File: config.mk
export PLATFORM = sky130hd
export DESIGN_NAME = wdog_win_top
export DESIGN_NICKNAME = d
export VERILOG_FILES = /design/src/rtl/wdog_pkg.sv /design/src/rtl/wdog_regs.sv /design/src/rtl/wdog_counter.sv /design/src/rtl/wdog_fault_out.sv /design/src/rtl/wdog_win_top.sv
export SDC_FILE = /design/constraint.sdc
export NUM_CORES = 1
export LEC_CHECK = 0
export CORE_MARGIN = 2
export CORE_UTILIZATION = 55
export CTS_BUF_LIST = sky130_fd_sc_hd__clkbuf_2 sky130_fd_sc_hd__clkbuf_4 sky130_fd_sc_hd__clkbuf_8
export CTS_CLUSTER_SIZE = 40
export DETAILED_ROUTE_END_ITERATION = 6
export PLACE_DENSITY = 0.84
export SYNTH_ARGS = -nofsm -noshare
export SYNTH_HDL_FRONTEND = slang
export SYNTH_SLANG_ARGS = --single-unit
File: constraint.sdc
create_clock -name clk -period 4.58 [get_ports clk]
set_input_delay 0.687 -clock clk [delete_from_list [all_inputs] [get_ports clk]]
set_output_delay 0.687 -clock clk [all_outputs]
set_load 0.05 [all_outputs]
File: src/rtl/wdog_pkg.sv
package wdog_pkg;
  localparam int CNT_W = 12;
  localparam int ADDR_W = 2;
  localparam logic [ADDR_W-1:0] A_CTRL = 2'd0;
  localparam logic [ADDR_W-1:0] A_MODE = 2'd1;
  localparam logic [ADDR_W-1:0] A_STAT = 2'd2;
  localparam int MODE_W = 30;
  localparam int B_RELOAD = 0;
  localparam int B_WIN = 16;
  localparam int B_IRQEN = 12;
  localparam int B_RSTEN = 13;
  localparam int B_PROC = 14;
  localparam int B_DIS = 15;
  localparam int B_DBGH = 28;
  localparam int B_IDLEH = 29;
  localparam int ST_UF = 0;
  localparam int ST_ERR = 1;
endpackage

File: src/rtl/wdog_regs.sv
module wdog_regs
  import wdog_pkg::*;
#(
  parameter logic [MODE_W-1:0] MODE_RST = 30'h3FFF2FFF,
  parameter logic [7:0] KEY = 8'hA5
) (
  input  logic              clk,
  input  logic              rst_n,
  input  logic              bus_sel,
  input  logic              bus_we,
  input  logic [ADDR_W-1:0] bus_addr,
  input  logic [31:0]       bus_wdata,
  output logic [31:0]       bus_rdata,
  input  logic              uf_evt,
  input  logic              err_evt,
  output logic [MODE_W-1:0] mode_o,
  output logic              mode_wr_o,
  output logic [CNT_W-1:0]  wr_reload_o,
  output logic              restart_o,
  output logic [1:0]        stat_o
);
  logic [MODE_W-1:0] mode_q, mode_d;
  logic              lock_q, lock_d;
  logic [1:0]        stat_q, stat_d;
  logic              stat_rd;

  assign mode_wr_o   = bus_sel && bus_we && (bus_addr == A_MODE) && !lock_q;
  assign wr_reload_o = bus_wdata[B_RELOAD +: CNT_W];
  assign restart_o   = bus_sel && bus_we && (bus_addr == A_CTRL) &&
                       (bus_wdata[31:24] == KEY) && bus_wdata[0];
  assign stat_rd     = bus_sel && !bus_we && (bus_addr == A_STAT);

  always_comb begin
    mode_d = mode_q;
    lock_d = lock_q;
    if (mode_wr_o) begin
      mode_d = bus_wdata[MODE_W-1:0];
      lock_d = 1'b1;
    end
    stat_d = stat_rd ? 2'b00 : stat_q;
    if (uf_evt)  stat_d[ST_UF]  = 1'b1;
    if (err_evt) stat_d[ST_ERR] = 1'b1;
  end

  always_ff @(posedge clk or negedge rst_n) begin
    if (!rst_n) begin
      mode_q <= MODE_RST;
      lock_q <= 1'b0;
      stat_q <= 2'b00;
    end else begin
      mode_q <= mode_d;
      lock_q <= lock_d;
      stat_q <= stat_d;
    end
  end

  always_comb begin
    bus_rdata = '0;
    if (bus_sel && !bus_we) begin
      case (bus_addr)
        A_MODE:  bus_rdata = {{(32-MODE_W){1'b0}}, mode_q};
        A_STAT:  bus_rdata = {30'd0, stat_q};
        default: bus_rdata = '0;
      endcase
    end
  end

  assign mode_o = mode_q;
  assign stat_o = stat_q;

  // once locked the mode word never changes again
  a_r2_mode_locked: assert property (@(posedge clk) disable iff (!rst_n)
    $past(lock_q) |-> $stable(mode_q));
  // a set underflow flag survives until a status read
  a_r9_uf_sticky: assert property (@(posedge clk) disable iff (!rst_n)
    ($past(stat_q[ST_UF]) && !$past(stat_rd)) |-> stat_q[ST_UF]);
  // a set error flag survives until a status read
  a_r9_err_sticky: assert property (@(posedge clk) disable iff (!rst_n)
    ($past(stat_q[ST_ERR]) && !$past(stat_rd)) |-> stat_q[ST_ERR]);
endmodule

File: src/rtl/wdog_counter.sv
module wdog_counter
  import wdog_pkg::*;
(
  input  logic             clk,
  input  logic             rst_n,
  input  logic             tick_en,
  input  logic             idle_i,
  input  logic             dbg_i,
  input  logic [CNT_W-1:0] reload_i,
  input  logic [CNT_W-1:0] win_i,
  input  logic             dis_i,
  input  logic             idle_hlt_i,
  input  logic             dbg_hlt_i,
  input  logic             mode_wr_i,
  input  logic [CNT_W-1:0] wr_reload_i,
  input  logic             restart_i,
  output logic             uf_o,
  output logic             err_o
);
  logic [CNT_W-1:0] cnt_q, cnt_d;
  logic             halted, step, early, rs_ok;

  assign halted = (idle_hlt_i && idle_i) || (dbg_hlt_i && dbg_i);
  assign step   = tick_en && !dis_i && !halted;
  assign early  = (cnt_q > win_i) && (win_i < reload_i);
  assign rs_ok  = restart_i && !dis_i;

  always_comb begin
    cnt_d = cnt_q;
    uf_o  = 1'b0;
    err_o = 1'b0;
    if (mode_wr_i) begin
      cnt_d = wr_reload_i;
    end else if (rs_ok) begin
      if (early) err_o = 1'b1;
      else       cnt_d = reload_i;
    end else if (step) begin
      if (cnt_q <= CNT_W'(1)) begin
        uf_o  = 1'b1;
        cnt_d = reload_i;
      end else begin
        cnt_d = cnt_q - CNT_W'(1);
      end
    end
  end

  always_ff @(posedge clk or negedge rst_n) begin
    if (!rst_n) cnt_q <= '1;
    else        cnt_q <= cnt_d;
  end

  // counter never exceeds the programmed reload
  a_r3_cnt_bound: assert property (@(posedge clk) disable iff (!rst_n)
    cnt_q <= reload_i);
  // a disabled timer keeps its count
  a_r10_frozen: assert property (@(posedge clk) disable iff (!rst_n)
    $past(dis_i) |-> $stable(cnt_q));
  // a halted timer produces no underflow
  a_r11_no_uf_halted: assert property (@(posedge clk) disable iff (!rst_n)
    halted |-> !uf_o);
endmodule

File: src/rtl/wdog_fault_out.sv
module wdog_fault_out (
  input  logic       clk,
  input  logic       rst_n,
  input  logic       uf_i,
  input  logic       err_i,
  input  logic       rst_en_i,
  input  logic       proc_i,
  input  logic       irq_en_i,
  input  logic [1:0] stat_i,
  output logic       rst_req_o,
  output logic       cpu_rst_req_o,
  output logic       irq_o
);
  logic fault, rq_d, cpu_d, rq_q, cpu_q;

  assign fault = uf_i || err_i;
  assign rq_d  = fault && rst_en_i && !proc_i;
  assign cpu_d = fault && rst_en_i && proc_i;

  always_ff @(posedge clk or negedge rst_n) begin
    if (!rst_n) begin
      rq_q  <= 1'b0;
      cpu_q <= 1'b0;
    end else begin
      rq_q  <= rq_d;
      cpu_q <= cpu_d;
    end
  end

  assign rst_req_o     = rq_q;
  assign cpu_rst_req_o = cpu_q;
  assign irq_o         = irq_en_i && (stat_i != 2'b00);

  // at most one reset target per pulse
  a_r7_one_target: assert property (@(posedge clk) disable iff (!rst_n)
    !(rst_req_o && cpu_rst_req_o));
  // a system reset pulse follows a fault with reset enabled
  a_r7_sys_cause: assert property (@(posedge clk) disable iff (!rst_n)
    rst_req_o |-> $past(fault && rst_en_i && !proc_i));
  // a processor reset pulse follows a fault with processor-only set
  a_r7_cpu_cause: assert property (@(posedge clk) disable iff (!rst_n)
    cpu_rst_req_o |-> $past(fault && rst_en_i && proc_i));
endmodule

File: src/rtl/wdog_win_top.sv
module wdog_win_top
  import wdog_pkg::*;
#(
  parameter logic [7:0] KEY = 8'hA5,
  parameter logic [MODE_W-1:0] MODE_RST = 30'h3FFF2FFF
) (
  input  logic        clk,
  input  logic        rst_n,
  input  logic        bus_sel,
  input  logic        bus_we,
  input  logic [1:0]  bus_addr,
  input  logic [31:0] bus_wdata,
  output logic [31:0] bus_rdata,
  input  logic        tick_en,
  input  logic        idle_i,
  input  logic        dbg_i,
  output logic        rst_req_o,
  output logic        cpu_rst_req_o,
  output logic        irq_o
);
  logic [MODE_W-1:0] mode;
  logic              mode_wr, restart, uf, err;
  logic [CNT_W-1:0]  wr_reload;
  logic [1:0]        stat;

  wdog_regs #(.MODE_RST(MODE_RST), .KEY(KEY)) u_regs (
    .clk(clk), .rst_n(rst_n), .bus_sel(bus_sel), .bus_we(bus_we),
    .bus_addr(bus_addr), .bus_wdata(bus_wdata), .bus_rdata(bus_rdata),
    .uf_evt(uf), .err_evt(err), .mode_o(mode), .mode_wr_o(mode_wr),
    .wr_reload_o(wr_reload), .restart_o(restart), .stat_o(stat)
  );

  wdog_counter u_cnt (
    .clk(clk), .rst_n(rst_n), .tick_en(tick_en), .idle_i(idle_i), .dbg_i(dbg_i),
    .reload_i(mode[B_RELOAD +: CNT_W]), .win_i(mode[B_WIN +: CNT_W]),
    .dis_i(mode[B_DIS]), .idle_hlt_i(mode[B_IDLEH]), .dbg_hlt_i(mode[B_DBGH]),
    .mode_wr_i(mode_wr), .wr_reload_i(wr_reload), .restart_i(restart),
    .uf_o(uf), .err_o(err)
  );

  wdog_fault_out u_out (
    .clk(clk), .rst_n(rst_n), .uf_i(uf), .err_i(err),
    .rst_en_i(mode[B_RSTEN]), .proc_i(mode[B_PROC]), .irq_en_i(mode[B_IRQEN]),
    .stat_i(stat), .rst_req_o(rst_req_o), .cpu_rst_req_o(cpu_rst_req_o),
    .irq_o(irq_o)
  );
endmodule

Word level (Yosys, flattened, before mapping)
Index checks and enable logic that the tools add are counted.
{"block": "word_totals", "ff_bits": 47, "out_inout_bits": 35, "elab_cells": 63}
{"block": "classes", "addsub": 1, "n_lt_le_gt_ge": 3, "eq_ne": 4, "n_mux": 17, "reduce_logical": 31}
{"cell": "12-bit two-way mux", "count": 5}
{"cell": "30-bit one-hot mux with 2 select lines", "count": 1}
{"cell": "32-bit two-way mux", "count": 1}
{"cell": "1-bit logical AND", "count": 18}
{"cell": "12-bit greater-than comparator", "count": 1}
{"cell": "12-bit by 1-bit less-or-equal comparator with 1-bit output (second input constant)", "count": 1}
{"cell": "12-bit less-than comparator", "count": 1}
{"cell": "12-bit by 1-bit subtractor with 12-bit output (second input constant)", "count": 1}
{"cell": "1-bit two-way mux", "count": 9}
{"cell": "8-bit == test (second input constant)", "count": 1}
{"cell": "2-bit nonzero test", "count": 3}
{"cell": "1-bit zero test", "count": 5}
{"cell": "3-bit inequality test (second input constant)", "count": 1}
{"cell": "3-bit nonzero test", "count": 1}
{"cell": "2-bit by 1-bit == test with 1-bit output (second input constant)", "count": 1}
{"cell": "2-bit == test (second input constant)", "count": 1}
{"cell": "2-bit zero test", "count": 1}
{"cell": "1-bit logical OR", "count": 2}
{"cell": "2-bit two-way mux", "count": 1}
{"cell": "2-bit AND reduction", "count": 1}

Longest topological paths before layout
{"block": "logic_depth", "depth_word": 10, "depth_mapped": 11, "mapped_depth_nobuf": 9}

By module
A second synthesis with hierarchy kept.
{"block": "hier_totals", "cells_unflattened": 327, "hier_area_um2": 3613.5}
{"mod": "wdog_regs", "n_inst": 1, "cells_each": 133, "area_each_um2": 1848.0}
{"mod": "wdog_counter", "n_inst": 1, "cells_each": 187, "area_each_um2": 1687.9}
{"mod": "wdog_fault_out", "n_inst": 1, "cells_each": 7, "area_each_um2": 77.6}

Worst setup path after synthesis
No wires, ideal clock.
{"block": "synth_timing", "kind": "in2reg", "from": "input bus_addr[0]", "to": "register u_cnt.cnt_q[3]", "setup_ns": 0.085, "t_arrival_ns": 2.747, "path_slack_ns": 1.748, "cell_stages": 9, "path_buffers": 1, "cell_sequence": "inv_1 ha_1 nor4bb_1 nand4b_1 or4_1 or3_4 o31ai_4 buf_6 mux2_1"}
{"block": "synth_via", "elab_chain_len": 7, "word_cells_on_any_way": 13}
{"item": "from (decl)", "line": "wdog_win_top.sv:11", "rtl": "input logic [1:0] bus_addr,"}
{"item": "2-bit zero test", "line": "wdog_regs.sv:29", "rtl": "assign restart_o = bus_sel && bus_we && (bus_addr == A_CTRL) &&"}
{"item": "1-bit logical AND (2 in series)", "line": "wdog_regs.sv:29"}
{"item": "1-bit logical AND", "line": "wdog_regs.sv:30", "rtl": "(bus_wdata[31:24] == KEY) && bus_wdata[0];"}
{"item": "1-bit logical AND", "line": "wdog_counter.sv:26", "rtl": "assign rs_ok = restart_i && !dis_i;"}
{"item": "3-bit inequality test (no source line), or another cell as far along"}
{"item": "2-bit AND reduction (no source line) or 12-bit two-way mux (tied branches)"}
{"item": "to (signal assigned)", "line": "wdog_counter.sv:49", "rtl": "else cnt_q <= cnt_d;"}
{"item": "to (decl)", "line": "wdog_counter.sv:20", "rtl": "logic [CNT_W-1:0] cnt_q, cnt_d;"}
Several ways; a longest one is shown, not always the timed one.
A chain may end at the register's enable or synchronous reset.

Worst setup path in the final report
{"block": "layout_timing", "from": "input bus_addr[1]", "to": "output bus_rdata[0]"}
{"block": "layout_via", "elab_chain_len": 3, "word_cells_on_any_way": 4}
{"item": "2-bit == test or 2-bit by 1-bit == test with 1-bit output (tied branches)", "line": "wdog_regs.sv:60", "rtl": "case (bus_addr)"}
{"item": "30-bit one-hot mux with 2 select lines (*)", "line": "wdog_regs.sv:60"}
{"item": "32-bit two-way mux (*)", "line": "wdog_regs.sv:59", "rtl": "if (bus_sel && !bus_we) begin"}
{"item": "to (decl)", "line": "wdog_win_top.sv:13", "rtl": "output logic [31:0] bus_rdata,"}
Every way passes the cells marked *; elsewhere a longest branch is shown, timed or not.

==> out/summary.log <==
INFO  outcome        outcome=completed
INFO  setup_path     worst-endpoint-arrival=3.14ns
INFO  setup_path     slowest_stage=sky130_fd_sc_hd__clkdlybuf4s50_1
INFO  placement      port_buffers=73
INFO  floorplan      floorplan.initialDensity=56.5%
INFO  grt            antenna_found_initial=0
INFO  grt            grt_pass1_wl=13300um
INFO  grt            grt_max_degree=52
INFO  sta            finalSetupViolations=0
INFO  setup_path     slowest_delay=0.82ns
INFO  cts            clock_tree.root_cell=sky130_fd_sc_hd__clkbuf_8
INFO  min_path       hold_path_class=flip-flop to flip-flop
INFO  sta            fin_tns_setup=0ns
INFO  floorplan      placeable_core_region=0.00547mm^2
INFO  cts            cts.reportedPaths.clkPinSlew=0.08ns
INFO  drt            num_vias=2898
INFO  power_and_ir_drop switchingPower=785uW
INFO  cts            ctsLongestPathBuffers=2
INFO  sta            unrepaired_setup_endpoints_after_global_routing=false
INFO  setup_path     rr_worst_depth=7
INFO  yosys          synth_cell_type_count=51
INFO  yosys          ys_dominant_reg_cell=sky130_fd_sc_hd__dfstp_2
INFO  layout         drive_above_1_share=13.3%
INFO  cts            clock_latency=0.30ns
INFO  floorplan      die_height=79.0um
INFO  setup_path     maximum_fanout_along_the_worst_path=32
INFO  power_and_ir_drop power.total=2010uW
INFO  cts            cts.hold.buffers_added=0
INFO  setup_path     timing.rr.start=u_cnt.cnt_q[0]
INFO  yosys          ys_ff_latch=47
INFO  drt            drt-wirelength-per-cell=16.4um
INFO  yosys          synth_largest_area_cell=sky130_fd_sc_hd__dfstp_2
INFO  layout         finish.net_count=489
INFO  grt            overflow=0
INFO  setup_path     startpoint=bus_addr[1]
INFO  setup_path     timing.critical_path.from_type=input port
INFO  yosys          ys.warnings.count=0
INFO  grt            grt_pass1_vias=2701
INFO  yosys          synthTopCellsByArea=sky130_fd_sc_hd__dfstp_2, sky130_fd_sc_hd__ha_1, sky130_fd_sc_hd__nand2_1, sky130_fd_sc_hd__dfrtp_1, sky130_fd_sc_hd__and3_1
INFO  sta            headroom_to_the_max_slew_limit=32.1%
INFO  cts            ctsResizeCount=0
INFO  placement      post-dp-hpwl=6010um
INFO  sta            timing_hold_violations_final=0
INFO  setup_path     critPathRequiredTime=3.89ns
INFO  power_and_ir_drop seqPwrFrac=42.4%
INFO  floorplan      design.portCount=76
INFO  run            max_cap_violation_count=0
INFO  drt            first_pass_iteration_count_of_the_detailed_router=5
INFO  power_and_ir_drop p_leak=0.00181uW
INFO  drt            detailedRoute.firstIterationViolations=224
INFO  floorplan      fp.dieArea=0.00624mm^2
INFO  drt            route.detailed.drc=0
INFO  power_and_ir_drop netSwitchingFraction=39.1%
INFO  layout         area_growth=28.1%
INFO  floorplan      rows=27
INFO  drt            detail_route.wirelength=8050um
INFO  setup_path     critical_path.endpoint_type=output pin
INFO  cts            numClockSinks=47
INFO  yosys          synth-seq-area-share=39.6%
INFO  sta            timing.final.max_slew_violations=0
INFO  setup_path     ff_to_ff_end=u_cnt.cnt_q[11]
INFO  drt            vias_cell=5.89
INFO  setup_path     critical-path-top-cell-by-count=sky130_fd_sc_hd__clkdlybuf4s50_1
INFO  sta            final.setup_skew=0.00463ns
INFO  yosys          syn-cell-area=0.00309mm^2
INFO  yosys          share_of_async_settable_or_async_resettable_flops_after_synthesis=100%
INFO  yosys          post-synth-top-area-fraction=33.1%
INFO  setup_path     path_cells=clkdlybuf4s50_1, inv_1, ha_1, a22oi_1, nor2_1, clkdlybuf4s50_1
INFO  yosys          syn_area_per_cell=8.72um^2
INFO  power_and_ir_drop cell_internal_power_dissipation=1220uW
INFO  sta            fmax=261MHz
INFO  sta            final_min_period_over_clock_period=83.7%
INFO  drt            number_of_antenna_violating_nets_in_the_routed_design=0
INFO  setup_path     setup.worst_path.class=input port to output pin
INFO  sta            max_slew.worst_pin.slew=1.02ns
INFO  yosys          synthesized_instance_count=355
INFO  power_and_ir_drop peakVddDrop=278uV
INFO  layout         antenna_cells_inserted=0
INFO  cts            numCtsBuffers=5
INFO  sta            final.min_clock_period=3.83ns
INFO  sta            worst_hold_slack=0.475ns
INFO  power_and_ir_drop pwr-share-clk=15.0%
INFO  power_and_ir_drop cellPowerDensity=507mW/mm^2
INFO  setup_path     crit_path_end=bus_rdata[0]
INFO  power_and_ir_drop comb_power_share=42.6%
INFO  placement      gpl.final_weighted_congestion=0.887
INFO  cts            postCtsSetupRepairBufs=0
INFO  yosys          synth_edf_count=0
INFO  cts            tritoncts=yes
INFO  floorplan      floorplan.die.width=79.0um
INFO  grt            global_route.usage.total=27.3%
INFO  cts            htree_num_levels=2
INFO  setup_path     regToRegSetupSlack=1.63ns
-- logic make-up (layout without fill, tap and decap cells) --
kind of cell | Yosys count | count (layout) | synth area share, %
simple gates | 141 | 141 | 22.7
compound gates | 82 | 82 | 17.7
buf+inv | 49 | 113 | 6.47
flops | 47 | 47 | 39.6
fa+ha+maj | 28 | 28 | 11.3
xor+xnor | 6 | 6 | 1.70
other cells | 1 | 2 | 0.121
mux | 1 | 1 | 0.364
-- layout make-up --
cell class                      count  area (um^2)
Tap cell                           72         90.1
Clock inverter                      1         30.0
Multi-Input combinational cell    260         1670
Inverter                           28          105
Sequential cell                    47         1220
Timing Repair Buffer               78          763
Fill cell                         432         1510
Clock buffer                        6         76.3
-- registers in the layout, indices dropped and copies added (netlist names) --
| register | count |
|---|---|
| u_cnt.cnt_q | 12 |
| u_out.cpu_rst_req_o | 1 |
| u_out.rst_req_o | 1 |
| u_regs.lock_q | 1 |
| u_regs.mode_o | 30 |
| u_regs.stat_o | 2 |
-- layer usage --
metal	track usage [%]	vias to the layer above	routed length, um
met5	0	-	0
met4	8.97	0	123
met3	5.23	13	456
met2	42.6	97	3810
met1	38.2	1407	3660
li1	-	1381	-
-- worst max-delay path, delay by kind of cell --
kind / cells / cell delay (ns)
adder cells (fa/ha/maj): 1 / 0.74
AND/OR/NAND/NOR: 1 / 0.16
buffers and inverters: 3 / 1.34
AO/OA/AOI/OAI: 1 / 0.21
-- worst min-delay path by stage --
stage | start | to | slack, ns | cells past startpoint
floorplan | rst_n | u_out.cpu_rst_req_o | 0.39 | 0
global placement | u_regs.mode_o[29] | u_regs.mode_o[29] | 0.45 | 2
detailed placement | u_regs.mode_o[29] | u_regs.mode_o[29] | 0.46 | 2
CTS | u_regs.mode_o[29] | u_regs.mode_o[29] | 0.47 | 2
global route | u_regs.mode_o[29] | u_regs.mode_o[29] | 0.49 | 2
finish | u_regs.mode_o[29] | u_regs.mode_o[29] | 0.47 | 2
-- cell usage in the layout (no fill, tap or decap), types with 2 or more instances in the layout --
cell type,n
sky130_fd_sc_hd__a21oi_1,14
sky130_fd_sc_hd__nor2_1,6
sky130_fd_sc_hd__conb_1,2
sky130_fd_sc_hd__dfrtp_1,8
sky130_fd_sc_hd__clkbuf_8,5
sky130_fd_sc_hd__xnor2_1,4
sky130_fd_sc_hd__nor3b_1,2
sky130_fd_sc_hd__a311oi_1,5
sky130_fd_sc_hd__a21o_1,7
sky130_fd_sc_hd__buf_4,5
sky130_fd_sc_hd__and3_1,28
sky130_fd_sc_hd__nand2_1,71
sky130_fd_sc_hd__nand2b_1,2
sky130_fd_sc_hd__inv_1,28
sky130_fd_sc_hd__a31oi_1,9
sky130_fd_sc_hd__o21ai_0,24
sky130_fd_sc_hd__clkdlybuf4s50_1,72
sky130_fd_sc_hd__ha_1,28
sky130_fd_sc_hd__nor3_1,4
sky130_fd_sc_hd__nand3_1,5
sky130_fd_sc_hd__nand4b_1,2
sky130_fd_sc_hd__o211ai_1,2
sky130_fd_sc_hd__o22a_1,2
sky130_fd_sc_hd__xor2_1,2
sky130_fd_sc_hd__a22oi_1,6
sky130_fd_sc_hd__nor2b_1,4
sky130_fd_sc_hd__dfstp_2,39
sky130_fd_sc_hd__nand4_1,5
sky130_fd_sc_hd__nor4_1,4
sky130_fd_sc_hd__o31a_1,2
sky130_fd_sc_hd__a211oi_1,2
-- synth_stat cells (4+ instances only) --
master	count
sky130_fd_sc_hd__a22oi_1	6
sky130_fd_sc_hd__nor2b_1	4
sky130_fd_sc_hd__dfstp_2	39
sky130_fd_sc_hd__nand4_1	5
sky130_fd_sc_hd__xnor2_1	4
sky130_fd_sc_hd__dfrtp_1	8
sky130_fd_sc_hd__o21ai_0	24
sky130_fd_sc_hd__nand2_1	71
sky130_fd_sc_hd__ha_1	28
sky130_fd_sc_hd__inv_1	28
sky130_fd_sc_hd__nand3_1	5
sky130_fd_sc_hd__a311oi_1	5
sky130_fd_sc_hd__a21oi_1	14
sky130_fd_sc_hd__nor3_1	4
sky130_fd_sc_hd__and3_1	28
sky130_fd_sc_hd__nor4_1	4
sky130_fd_sc_hd__a31oi_1	9
sky130_fd_sc_hd__nor2_1	6
sky130_fd_sc_hd__clkbuf_1	16
sky130_fd_sc_hd__a21o_1	7
-- stage by stage --
stage | area, um^2 | cells | setup slack, ns | util, %
after floorplan | 3100 | 356 | 1.75 | -
after CTS | 3960 | 492 | 0.777 | 72.4
after global placement | 3860 | 485 | 0.750 | 70.5
final | 3960 | 492 | 0.748 | 72.4
after detailed placement | 3860 | 485 | 0.664 | 70.5
after global routing | 3960 | 492 | 0.555 | 72.4
-- power groups by stage --
| stage | clock network [uW] | registers [uW] | logic [uW] |
|---|---|---|---|
| after CTS | 307 | 846 | 853 |
| after detailed placement | 0 | 854 | 838 |
| after global routing | 326 | 872 | 968 |
| after floorplan | 0 | 787 | 632 |
| after global placement | 0 | 844 | 793 |
| final | 301 | 851 | 856 |
Power figures use the tool's default switching activity.
